<file path="src/rtl/fbu_pkg.sv">
package fbu_pkg;
  localparam int unsigned REG_AW = 3;

  typedef enum logic [REG_AW-1:0] {
    IDX_SHADOW = 3'd0,
    IDX_ACTIVE = 3'd1,
    IDX_IEN    = 3'd2,
    IDX_RAW    = 3'd3,
    IDX_MASKED = 3'd4,
    IDX_CLEAR  = 3'd5
  } fbu_idx_e;
endpackage

</file>
<file path="src/rtl/fbu_rst_sync.sv">
module fbu_rst_sync #(
  parameter int unsigned STAGES = 2
) (
  input  logic clk,
  input  logic rst_n,
  output logic rst_n_sync
);
  logic [STAGES-1:0] chain_q;

  always_ff @(posedge clk or negedge rst_n) begin
    if (!rst_n) chain_q <= '0;
    else        chain_q <= {chain_q[STAGES-2:0], 1'b1};
  end

  assign rst_n_sync = chain_q[STAGES-1];
endmodule

</file>
<file path="src/rtl/fbu_regif.sv">
module fbu_regif
  import fbu_pkg::*;
#(
  parameter int unsigned DATA_W = 32
) (
  input  logic [REG_AW-1:0] addr,
  input  logic              wr,
  input  logic [DATA_W-1:0] shadow,
  input  logic [DATA_W-1:0] active,
  input  logic              ien,
  input  logic              raw,
  output logic              wr_shadow,
  output logic              wr_ien,
  output logic              wr_clear,
  output logic [DATA_W-1:0] rdata
);
  always_comb begin
    wr_shadow = wr && (addr == IDX_SHADOW);
    wr_ien    = wr && (addr == IDX_IEN);
    wr_clear  = wr && (addr == IDX_CLEAR);
  end

  always_comb begin
    rdata = '0;
    case (addr)
      IDX_SHADOW: rdata = shadow;
      IDX_ACTIVE: rdata = active;
      IDX_IEN:    rdata[0] = ien;
      IDX_RAW:    rdata[0] = raw;
      IDX_MASKED: rdata[0] = raw & ien;
      default:    rdata = '0;
    endcase
  end
endmodule

</file>
<file path="src/rtl/fbu_base_shadow.sv">
module fbu_base_shadow #(
  parameter int unsigned DATA_W     = 32,
  parameter int unsigned ALIGN_BITS = 2
) (
  input  logic              clk,
  input  logic              rst_n,
  input  logic              wr_shadow,
  input  logic [DATA_W-1:0] wdata,
  input  logic              frame_start,
  output logic [DATA_W-1:0] shadow,
  output logic [DATA_W-1:0] active,
  output logic              pending,
  output logic              loaded
);
  localparam logic [DATA_W-1:0] ALIGN_MASK =
    {{(DATA_W-ALIGN_BITS){1'b1}}, {ALIGN_BITS{1'b0}}};

  logic [DATA_W-1:0] shadow_q, shadow_d, active_q, active_d;
  logic              pend_q, pend_d;
  logic              shadow_en, active_en, pend_en;

  always_comb begin
    loaded    = frame_start && pend_q && !wr_shadow;
    shadow_en = wr_shadow;
    active_en = loaded;
    pend_en   = wr_shadow || loaded;
    shadow_d  = wdata & ALIGN_MASK;
    active_d  = shadow_q;
    pend_d    = wr_shadow;
  end

  always_ff @(posedge clk or negedge rst_n) begin
    if (!rst_n) begin
      shadow_q <= '0;
      active_q <= '0;
      pend_q   <= 1'b0;
    end else begin
      if (shadow_en) shadow_q <= shadow_d;
      if (active_en) active_q <= active_d;
      if (pend_en)   pend_q   <= pend_d;
    end
  end

  assign shadow  = shadow_q;
  assign active  = active_q;
  assign pending = pend_q;

  assert_write_pends_R5: assert property (@(posedge clk) disable iff (!rst_n)
    wr_shadow |=> pend_q);

  assert_collision_holds_R5: assert property (@(posedge clk) disable iff (!rst_n)
    (wr_shadow && frame_start) |=> $stable(active_q));

  assert_idle_frame_R4: assert property (@(posedge clk) disable iff (!rst_n)
    (frame_start && !pend_q) |=> $stable(active_q));
endmodule

</file>
<file path="src/rtl/fbu_irq_ctrl.sv">
module fbu_irq_ctrl (
  input  logic clk,
  input  logic rst_n,
  input  logic set_evt,
  input  logic wr_ien,
  input  logic wr_clear,
  input  logic wbit,
  output logic ien,
  output logic raw,
  output logic irq
);
  logic ien_q, ien_d, ien_en;
  logic raw_q, raw_d, raw_en;
  logic clr_hit;

  always_comb begin
    clr_hit = wr_clear && wbit;
    ien_en  = wr_ien;
    ien_d   = wbit;
    raw_en  = set_evt || clr_hit;
    raw_d   = set_evt;
  end

  always_ff @(posedge clk or negedge rst_n) begin
    if (!rst_n) begin
      ien_q <= 1'b0;
      raw_q <= 1'b0;
    end else begin
      if (ien_en) ien_q <= ien_d;
      if (raw_en) raw_q <= raw_d;
    end
  end

  assign ien = ien_q;
  assign raw = raw_q;
  assign irq = raw_q & ien_q;

  assert_set_wins_R8: assert property (@(posedge clk) disable iff (!rst_n)
    set_evt |=> raw_q);

  assert_clear_works_R7: assert property (@(posedge clk) disable iff (!rst_n)
    (clr_hit && !set_evt) |=> !raw_q);

  assert_zero_clear_keeps_R7: assert property (@(posedge clk) disable iff (!rst_n)
    (!clr_hit && !set_evt) |=> $stable(raw_q));
endmodule

</file>
<file path="src/rtl/fbu_frame_base.sv">
module fbu_frame_base
  import fbu_pkg::*;
#(
  parameter int unsigned DATA_W      = 32,
  parameter int unsigned ALIGN_BITS  = 2,
  parameter int unsigned SYNC_STAGES = 2
) (
  input  logic              clk,
  input  logic              rst_n,
  input  logic              frame_start,
  input  logic [REG_AW-1:0] reg_addr,
  input  logic [DATA_W-1:0] reg_wdata,
  input  logic              reg_wr,
  output logic [DATA_W-1:0] reg_rdata,
  output logic [DATA_W-1:0] base_addr,
  output logic              irq
);
  logic              rst_n_i;
  logic              wr_shadow, wr_ien, wr_clear;
  logic [DATA_W-1:0] shadow, active;
  logic              pending, loaded, ien, raw;

  fbu_rst_sync #(.STAGES(SYNC_STAGES)) u_rst (
    .clk        (clk),
    .rst_n      (rst_n),
    .rst_n_sync (rst_n_i)
  );

  fbu_regif #(.DATA_W(DATA_W)) u_regif (
    .addr      (reg_addr),
    .wr        (reg_wr),
    .shadow    (shadow),
    .active    (active),
    .ien       (ien),
    .raw       (raw),
    .wr_shadow (wr_shadow),
    .wr_ien    (wr_ien),
    .wr_clear  (wr_clear),
    .rdata     (reg_rdata)
  );

  fbu_base_shadow #(.DATA_W(DATA_W), .ALIGN_BITS(ALIGN_BITS)) u_base (
    .clk         (clk),
    .rst_n       (rst_n_i),
    .wr_shadow   (wr_shadow),
    .wdata       (reg_wdata),
    .frame_start (frame_start),
    .shadow      (shadow),
    .active      (active),
    .pending     (pending),
    .loaded      (loaded)
  );

  fbu_irq_ctrl u_irq (
    .clk      (clk),
    .rst_n    (rst_n_i),
    .set_evt  (loaded),
    .wr_ien   (wr_ien),
    .wr_clear (wr_clear),
    .wbit     (reg_wdata[0]),
    .ien      (ien),
    .raw      (raw),
    .irq      (irq)
  );

  assign base_addr = active;

  assert_load_raises_R3: assert property (@(posedge clk) disable iff (!rst_n_i)
    (frame_start && pending && !wr_shadow) |=> (raw && base_addr == $past(shadow)));

  assert_aligned_read_R2: assert property (@(posedge clk) disable iff (!rst_n_i)
    (reg_addr == IDX_SHADOW) |-> (reg_rdata[ALIGN_BITS-1:0] == '0));

  assert_disabled_quiet_R6: assert property (@(posedge clk) disable iff (!rst_n_i)
    !ien |-> !irq);
endmodule

</file>
<file path="config.mk">
export PLATFORM = sky130hd
export DESIGN_NAME = fbu_frame_base
export DESIGN_NICKNAME = d
export VERILOG_FILES = /design/src/rtl/fbu_pkg.sv /design/src/rtl/fbu_rst_sync.sv /design/src/rtl/fbu_regif.sv /design/src/rtl/fbu_base_shadow.sv /design/src/rtl/fbu_irq_ctrl.sv /design/src/rtl/fbu_frame_base.sv
export SDC_FILE = /design/constraint.sdc
export NUM_CORES = 1
export LEC_CHECK = 0
export ABC_AREA = 1
export BUFFER_PORTS_ARGS = -buffer_cell sky130_fd_sc_hd__buf_2
export CORE_MARGIN = 3
export CORE_UTILIZATION = 29
export CTS_CLUSTER_DIAMETER = 50
export CTS_CLUSTER_SIZE = 24
export DETAILED_ROUTE_END_ITERATION = 6
export PLACE_DENSITY = 0.61
export RECOVER_POWER = 50
export SLEW_MARGIN = 20
export SYNTH_ARGS = -nofsm -noshare
export SYNTH_HDL_FRONTEND = slang
export SYNTH_HIERARCHICAL = 1
export SYNTH_SLANG_ARGS = --single-unit
</file>
<file path="constraint.sdc">
create_clock -name clk -period 1.8 [get_ports clk]
set_input_delay 0.18 -clock clk [delete_from_list [all_inputs] [get_ports clk]]
set_output_delay 0.18 -clock clk [all_outputs]
set_load 0.01 [all_outputs]
</file>
Word-level counts from Yosys, hierarchy flattened:

Cells that the tools add are included.

* bits in read-only memories: 0
* RAM bits: 0
* memories kept: 0
* output and inout port bits: 65
* input bits: 39
* logic and storage cells: 24
* flip-flop bits (word level): 65
* latch bits: 0

* multipliers: 0
* shift operators: 0
* order comparisons: 0
* add/subtract/negate cells: 0
* bitwise operators: 1
* mux-type cells: 2
* equal/unequal tests: 5
* reduce and logical (&&, ||, !) cells: 10
* div/mod/pow operators: 0

Operators by type and width (number)
* case mux 31 bit (2 select lines): 1
* equality test 3 x 2 -> 1 bit, second input constant: 2
* equality test 3 bit, second input constant: 2
* logical AND 1 bit: 6
* equality test 3 x 1 -> 1 bit, second input constant: 1
* zero test 3 bit: 1
* case mux 1 bit (3 select lines): 1
* logical OR 1 bit: 2
* AND 1 bit: 1
* zero test 1 bit: 1

Depth between registers and ports, before layout:

Gate-level depths: netlist of run 1.

* depth in word-level cells: 5
* mapped depth: 8
* depth with buffers taken out: 7

By module:

Netlist of run 1, hierarchy kept.

Modules (own cells, without submodules)
* fbu_base_shadow: area an instance 2422.3 µm², instances 1, seq. area each 1526.5 µm², cells each 269
* fbu_regif: area an instance 713.2 µm², instances 1, seq. area each 0.0 µm², cells each 122
* fbu_irq_ctrl: area an instance 85.1 µm², instances 1, seq. area each 50.0 µm², cells each 11
* fbu_rst_sync: area an instance 53.8 µm², instances 1, seq. area each 50.0 µm², cells each 3

Worst setup path after synthesis of run 1:

OpenSTA, ideal clock, no wires.

* kind: input port to flip-flop
* start point: in reg_addr[1]
* end point: reg u_irq.raw_q, in the netlist u_irq/raw
* path buffers: 1
* arrival time: 1.194 ns
* data required time: 1.684 ns
* slack: 0.490 ns
* library setup time: 0.116 ns
* stages on the path: 7
* path through: nor4_1 > inv_2 > nand3_1 > buf_4 > inv_1 > inv_1 > nand2_1

* word-level cells in the longest chain between the ends: 5
* elaborated cells on any way between the ends: 8
* those cells by class: 1 x eq/ne; 7 x reduce/logical

RTL lines
* start: declaration: line fbu_frame_base.sv:11 `input logic [REG_AW-1:0] reg_addr,`
* zero test 3 bit (*): line fbu_regif.sv:18 `wr_shadow = wr && (addr == IDX_SHADOW);`
* logical AND 1 bit (*): line fbu_regif.sv:18
* zero test 1 bit (*): line fbu_base_shadow.sv:23 `loaded = frame_start && pend_q && !wr_shadow;`
* logical AND 1 bit (*): line fbu_base_shadow.sv:23
* via loaded: line fbu_frame_base.sv:21 `logic pending, loaded, ien, raw;`
* logical OR 1 bit: line fbu_irq_ctrl.sv:20 `raw_en = set_evt || clr_hit;`
* end signal: assignment: line fbu_irq_ctrl.sv:30 `if (raw_en) raw_q <= raw_d;`
* end: declaration: line fbu_irq_ctrl.sv:13 `logic raw_q, raw_d, raw_en;`

The timed path passes the listed nets; every way through them passes the cells marked *.
A chain may end at the register's enable or synchronous reset.

Final worst setup path of run 1:

* start point: in reg_addr[1]
* end point: out reg_rdata[9]

* word-level cells in the longest chain between the ends: 2
* elaborated cells on any way between the ends: 3
* those cells by class: 1 x eq/ne; 1 x mux; 1 x reduce/logical

RTL lines
* equality test 3 x 1 -> 1 bit or zero test 3 bit (tied branches): line fbu_regif.sv:25 `case (addr)`
* case mux 31 bit (2 select lines) (*): line fbu_regif.sv:25
* end: declaration: line fbu_frame_base.sv:14 `output logic [DATA_W-1:0] reg_rdata,`

Every way passes the cells marked *; elsewhere a longest branch is shown, timed or not.

==> results.rst, run 1 <==
.. list-table::
   :header-rows: 1

   * - Metric
     - Value
   * - Combinational family with the most area after synthesis
     - simple AND/OR/NAND/NOR gates
   * - Post-Layout Cell Count
     - 649
   * - Worst Path Buf+Inv
     - 4
   * - Number of CTS-inserted buffers
     - 9
   * - Number of synthesized register bits
     - 65
   * - Final setup fails
     - 0
   * - Crit path max-delay family
     - buffers and inverters
   * - Power Density
     - 1130 nW/µm²
   * - Highest clock rate
     - 667 MHz
   * - Initial standard-cell utilization of the core
     - 0.299
   * - Post-route DRC violation count
     - 0
   * - Area share of and/or/nand/nor cells after synthesis
     - 0.310
   * - Vert. Die Dim
     - 112 µm
   * - CP max stage cell
     - sky130_fd_sc_hd__buf_4
   * - Post-route worst hold slack
     - 57.7 ps
   * - Cell area after synthesis
     - 3270 µm²
   * - Average footprint of a synthesized cell
     - 8.08 µm²
   * - Routed wire length per instance
     - 13.6 µm
   * - Wire length of the first global-routing pass
     - 14.4 mm
   * - All-layer global routing usage
     - 0.143
   * - Clock insertion delay at the later pin of the skew report
     - 320 ps
   * - Data arrival time at the worst-slack endpoint
     - 1320 ps
   * - Mux share of post-synthesis cell area
     - 0
   * - Worst IR Drop VDD
     - 0.394 mV
   * - Status
     - complete, no violations
   * - Inst Count DP
     - 632
   * - Overall overflow remaining after global route
     - 0
   * - H-tree Lvls
     - 3
   * - Vias after detailed routing
     - 2951
   * - Synth Area in Compound Gates
     - 0.0864
   * - Die outline area
     - 12600 µm²
   * - Detailed-placement wirelength estimate
     - 6.17 mm
   * - Worst EP required
     - 1620 ps
   * - DRT Wirelength
     - 8.86 mm
   * - Clock root buffer master
     - sky130_fd_sc_hd__clkbuf_16
   * - Hold Fails Final Rpt
     - 0
   * - Syn-to-layout area delta
     - 26.9%
   * - Number of ports placed on the die boundary
     - 104
   * - Leading cell type in the layout, fill and taps excluded
     - sky130_fd_sc_hd__nand2_1
   * - Number of unique standard cell types used by synthesis
     - 18
   * - Via/cell ratio
     - 4.55
   * - Final design utilization
     - 0.380
   * - Number of iterations in the first detailed-routing pass
     - 4
   * - Largest net degree at the start of global routing
     - 45
   * - Ordered cell list for the critical path
     - clkbuf_1, inv_1, nand3_4, buf_4, o21ai_2, buf_2
   * - Critical Path Fanout Max
     - 13
   * - Slew headroom
     - 0.438
   * - Number of max-cap violations
     - 0
   * - Leakage
     - 2.20 nW
   * - Post-Synth Adder-Cell Area
     - 0
   * - Share of the clock period used by the worst path
     - 0.833
   * - Largest stage delay, worst path
     - 300 ps
   * - CTS tree
     - built
   * - Placement row count
     - 38
   * - Worst-case clock skew
     - 5.35 ps
   * - Startpoint type of the worst setup path
     - input pin
   * - Antenna Diode Count
     - 0
   * - Class of the most critical hold timing path
     - input pin to register
   * - Critical path class
     - input pin to primary output
   * - Share of final-layout standard cells stronger than drive strength 1
     - 0.265
   * - Sequential-to-total area share from yosys stat
     - 0.497
   * - Longest Clk Path Bufs
     - 2
   * - Shortest clock period the worst path allows after layout
     - 1500 ps
   * - Post-DRT Antenna Nets
     - 0
   * - Post-synthesis cell count
     - 405
   * - Slew at the pin closest to its max-slew limit
     - 843 ps
   * - Total negative setup slack
     - 0 ps
   * - Post-synthesis xor/xnor area fraction
     - 0
   * - Via count of the first global-routing pass
     - 2789
   * - Clock slew seen by the registers of the worst setup and hold paths
     - 50 ps
   * - Setup repair after global routing missed its margin
     - false
   * - Number of nets in the finished design
     - 543
   * - Initial antenna violation count
     - 1
   * - Die boundary width
     - 112 µm
   * - Placeable core area
     - 10900 µm²
   * - Final slew viol count
     - 0
   * - Buffers on Ports
     - 99
   * - Commonest non-fill, non-tap cells in the layout
     - 159 x sky130_fd_sc_hd__nand2_1, 69 x sky130_fd_sc_hd__buf_2, 64 x sky130_fd_sc_hd__dfrtp_1, 40 x sky130_fd_sc_hd__inv_1, 34 x sky130_fd_sc_hd__nand3_1
   * - CTS Sinks
     - 65
   * - CP endpoint kind
     - primary output
   * - Drt initial violations
     - 198
   * - Final RePlAce weighted congestion
     - 0.808
   * - Total design power
     - 0.00468 W
   * - Number of synthesis warnings
     - 6
## what timing repair did
item	4_1_cts	5_1_grt
setup buffers	0	0
endpoints found under the hold margin	2	0
gates resized for setup	0	0
hold buffers	1	0
## metrics by stage
stage	setup WS [ps]	cell area, µm²
2_1_floorplan	490	3290
3_3_place_gp	226	3910
3_5_place_dp	221	3910
4_1_cts	350	4200
5_1_grt	207	4160
6_report	300	4160
## cells by family (layout without fill, tap and decap cells)
logic type	after synthesis	count (layout)
compound gates	34	34
buf+inv	73	174
flops	65	65
other cells	2	5
simple gates	231	231
## state kept, by name, indices dropped and copies added (netlist names)
name            count
u_rst/chain_q       2
u_base/active      30
u_base/pending      1
u_base/shadow      30
u_irq/raw           1
u_irq/ien           1
## synthesized netlist by cell type
cell / number / share of area
sky130_fd_sc_hd__o21ai_0: 3 / 0.0046
sky130_fd_sc_hd__buf_2: 15 / 0.023
sky130_fd_sc_hd__nor4_1: 3 / 0.0057
sky130_fd_sc_hd__nand4_1: 31 / 0.059
sky130_fd_sc_hd__nor2_4: 1 / 0.0034
sky130_fd_sc_hd__nand3_4: 1 / 0.0054
sky130_fd_sc_hd__nand3_1: 34 / 0.052
sky130_fd_sc_hd__dfrtp_1: 65 / 0.50
sky130_fd_sc_hd__nor2_1: 2 / 0.0023
sky130_fd_sc_hd__clkbuf_1: 6 / 0.0069
sky130_fd_sc_hd__o21ai_2: 30 / 0.080
sky130_fd_sc_hd__inv_2: 2 / 0.0023
sky130_fd_sc_hd__o21ai_1: 1 / 0.0015
sky130_fd_sc_hd__inv_1: 40 / 0.046
sky130_fd_sc_hd__conb_1: 2 / 0.0023
sky130_fd_sc_hd__nand2_1: 159 / 0.18
sky130_fd_sc_hd__buf_4: 7 / 0.016
sky130_fd_sc_hd__buf_6: 3 / 0.010
## metal layers
layer | vias up | wire length (µm) | track usage | part of all wire
li1 | 1485 | - | - | -
met1 | 1366 | 4210 | 0.200 | 0.48
met2 | 92 | 3960 | 0.218 | 0.45
met3 | 6 | 626 | 0.0431 | 0.071
met4 | 2 | 48 | 0.0361 | 0.0054
met5 | - | 7 | 0 | 0.00079
## cell type report
class | instances | area (µm²)
fillers | 1179 | 6780
clock inverters | 3 | 15.0
flip-flops and latches | 65 | 1630
multi-input cells | 270 | 1320
well taps | 140 | 175
repair buffers | 116 | 596
clock buffers | 13 | 260
inverters | 42 | 158
## path summary, 6_finish.rpt
| kind | startpoint | end | slack (ps) | depth (start not counted) |
|---|---|---|---|---|
| worst max-delay path | reg_addr[1] | reg_rdata[9] | 300 | 6 |
| worst min-delay path | reg_wdata[13] | u_base/shadow[13] | 60 | 3 |
| worst max register to register | u_base/pending | u_base/active[14] | 610 | 5 |
| worst min register to register | u_rst/chain_q[0] | u_rst/chain_q[1] | 360 | 0 |
| max in group asynchronous | u_rst/chain_q[1] | u_base/shadow[2] | 800 | 1 |
| min in group asynchronous | rst_n | u_rst/chain_q[1] | 180 | 2 |
## worst min-delay path: stages
cell and delay (ps):
sky130_fd_sc_hd__buf_2 70, sky130_fd_sc_hd__nand2_1 40, sky130_fd_sc_hd__nand2_1 50
## power by group
part | total (W) | switching, W | internal, W
registers | 0.00208 | 0.000281 | 0.00180
logic | 0.00100 | 0.000632 | 0.000368
clock network | 0.00159 | 0.000592 | 0.00100
Note: power is estimated with default switching activity, not from simulation.
==> run 2: changes to the inputs <==
- PLACE_DENSITY: 0.61 -> 0.59
- clock period: 1.8 -> 1.5 ns (I/O delays scaled with it)
==> results.rst, run 2 (synthesis results as in run 1) <==
.. list-table::
   :header-rows: 1

   * - Metric
     - Value
   * - Number of CTS-inserted buffers
     - 9 (unchanged)
   * - Ordered cell list for the critical path
     - nand4_1, nand2_1, nor2_1, nand2_1, buf_2
   * - Via count of the first global-routing pass
     - 3064 (+9.9%)
   * - Vert. Die Dim
     - 112 µm (unchanged)
   * - Power Density
     - 1430 nW/µm² (+27%)
   * - Worst slack at placement
     - 84.0 ps (-137 ps)
   * - Final setup fails
     - 0 (unchanged)
   * - H-tree Lvls
     - 3 (unchanged)
   * - Drt initial violations
     - 158 (-20%)
   * - Final RePlAce weighted congestion
     - 0.826 (+2.3%)
   * - Clock root buffer master
     - sky130_fd_sc_hd__clkbuf_16
   * - Final design utilization
     - 0.391 (+0.0106)
   * - All-layer global routing usage
     - 0.148 (+0.00511)
   * - Buffers on Ports
     - 99 (unchanged)
   * - Vias after detailed routing
     - 3024 (+2.5%)
   * - Syn-to-layout area delta
     - 30.5%
   * - Post-route DRC violation count
     - 0 (unchanged)
   * - Initial standard-cell utilization of the core
     - 0.299 (unchanged)
   * - Slew at the pin closest to its max-slew limit
     - 871 ps (+27.1 ps)
   * - Share of the clock period used by the worst path
     - 0.865
   * - Count of fill cells added during filler insertion
     - 1186 (+0.59%)
   * - Total negative setup slack
     - 0 ps (unchanged)
   * - Class of the most critical hold timing path
     - input pin to register
   * - Inst Count DP
     - 634 (+0.32%)
   * - Leading cell type in the layout, fill and taps excluded
     - sky130_fd_sc_hd__nand2_1
   * - Hold Fails Final Rpt
     - 0 (unchanged)
   * - Placement row count
     - 38 (unchanged)
   * - Critical Path Stages
     - 5 (-1)
   * - Post-cts gate resize count
     - 0 (unchanged)
   * - Largest net degree at the start of global routing
     - 64 (+42%)
   * - Routed wire length per instance
     - 13.7 µm (+0.45%)
   * - Share of final-layout standard cells stronger than drive strength 1
     - 0.272 (+0.00679)
   * - CP max stage cell
     - sky130_fd_sc_hd__dfrtp_1
   * - CP endpoint kind
     - primary output
   * - Initial antenna violation count
     - 1 (unchanged)
   * - Largest stage delay, worst path
     - 410 ps (+110 ps)
   * - Critical path class
     - register to primary output
   * - Number of max-cap violations
     - 0 (unchanged)
   * - CTS Sinks
     - 65 (unchanged)
   * - Longest Clk Path Bufs
     - 2 (unchanged)
   * - Cell count of the worst reg-to-reg path
     - 4 (-1)
   * - Startpoint type of the worst setup path
     - register
   * - Slew headroom
     - 0.420 (-0.0180)
   * - Number of ports placed on the die boundary
     - 104 (unchanged)
   * - Overall overflow remaining after global route
     - 0 (unchanged)
   * - CTS tree
     - built
   * - Critical Path Fanout Max
     - 4 (-9)
   * - Clock insertion delay at the later pin of the skew report
     - 320 ps (about the same)
   * - Antenna Diode Count
     - 0 (unchanged)
   * - Detailed-placement wirelength estimate
     - 6.32 mm (+2.4%)
   * - Via/cell ratio
     - 4.65 (+2.2%)
   * - Post-Layout Cell Count
     - 651 (+0.31%)
   * - Die boundary width
     - 112 µm (unchanged)
   * - Worst Path Buf+Inv
     - 1 (-3)
   * - Leakage
     - 2.26 nW (+2.4%)
   * - Status
     - complete, no violations
   * - Wire length of the first global-routing pass
     - 15.1 mm (+4.8%)
   * - Hold Crit Depth
     - 3 (unchanged)
   * - Post-DRT Antenna Nets
     - 0 (unchanged)
   * - Number of nets in the finished design
     - 545 (+0.37%)
   * - Placeable core area
     - 10900 µm² (unchanged)
   * - Post-route worst hold slack
     - 19.6 ps (-38.1 ps)
   * - Worst IR Drop VDD
     - 0.478 mV (+21%)
   * - Top cell by count, worst path
     - sky130_fd_sc_hd__nand2_1
   * - Final critical-path setup slack
     - 203 ps (-96.9 ps)
   * - Worst-case clock skew
     - 8.20 ps (+2.84 ps)
   * - Highest clock rate
     - 771 MHz
   * - Final slew viol count
     - 0 (unchanged)
   * - Crit path max-delay family
     - flip-flops
   * - Clock slew seen by the registers of the worst setup and hold paths
     - 60 ps (about the same)
   * - Setup repair after global routing missed its margin
     - false
   * - Shortest clock period the worst path allows after layout
     - 1300 ps
   * - Number of iterations in the first detailed-routing pass
     - 4 (unchanged)
   * - Commonest non-fill, non-tap cells in the layout
     - 159 x sky130_fd_sc_hd__nand2_1, 70 x sky130_fd_sc_hd__buf_2, 64 x sky130_fd_sc_hd__dfrtp_1, 40 x sky130_fd_sc_hd__inv_1, 34 x sky130_fd_sc_hd__nand3_1
   * - Worst EP required
     - 1350 ps (-270 ps)
   * - Data arrival time at the worst-slack endpoint
     - 1150 ps (-170 ps)
   * - Die outline area
     - 12600 µm² (unchanged)
   * - DRT Wirelength
     - 8.93 mm (+0.76%)
## run 2: cell types whose count changed in the layout (fill, tap and decap cells not counted), moves of 2 or more
cell,change
sky130_fd_sc_hd__buf_12,+2
sky130_fd_sc_hd__clkbuf_1,-2
sky130_fd_sc_hd__clkinv_4,+3
sky130_fd_sc_hd__clkbuf_2,-2
sky130_fd_sc_hd__clkinv_2,-3
sky130_fd_sc_hd__bufinv_16,+3
sky130_fd_sc_hd__clkbuf_8,-2
## run 2: through the flow
stage | area [µm²] | power (W)
finish | 4270 | 0.00613
CTS | 4320 | 0.00628
global placement | 3970 | 0.00379
detailed placement | 3970 | 0.00384
global route | 4270 | 0.00653
floorplan | 3290 | 0.00324
## run 2: final cells by class
cell class / instances / area [µm²] / area share
Timing Repair Buffer: 118 / 642 / 0.150
Sequential cell: 65 / 1630 / 0.381
Tap cell: 140 / 175 / 0.0410
Multi-Input combinational cell: 270 / 1320 / 0.310
Inverter: 42 / 158 / 0.0369
Clock inverter: 6 / 116 / 0.0272
Clock buffer: 10 / 229 / 0.0536
## run 2: worst min-delay path, stage by stage
cell                      delay, ps
sky130_fd_sc_hd__buf_2           70
sky130_fd_sc_hd__nand2_1         40
sky130_fd_sc_hd__nand2_1         50
## run 2: final timing paths
| path | from | slack, ps | endpoint |
|---|---|---|---|
| min in group asynchronous | rst_n | 140 | u_rst/chain_q[0] |
| max in group asynchronous | u_rst/chain_q[1] | 450 | u_base/active[31] |
| worst min register to register | u_rst/chain_q[0] | 350 | u_rst/chain_q[1] |
| worst max-delay path | u_irq/ien | 200 | reg_rdata[0] |
| worst max register to register | u_base/pending | 320 | u_base/active[27] |
| worst min-delay path | reg_wdata[18] | 20 | u_base/shadow[18] |
## run 2: power by group
group          internal (W)  total [W]  switching (W)  leakage [nW]
combinational      0.000452    0.00121       0.000759          1.26
clock               0.00163    0.00240       0.000770         0.167
sequential          0.00216    0.00252       0.000355         0.828
## run 2: what timing repair did
item / 4_1_cts / 5_1_grt
endpoints found under the hold margin: 2 / 0
hold buffers: 1 / 0
buffers inserted: 0 / 0
## run 2: routing by layer
metal	vias to the layer above	global-route usage	routed length [µm]
met4	2	0.0465	107
met3	14	0.0399	487
met1	1431	0.198	4160
li1	1485	-	-
met5	-	0	13
met2	92	0.236	4150
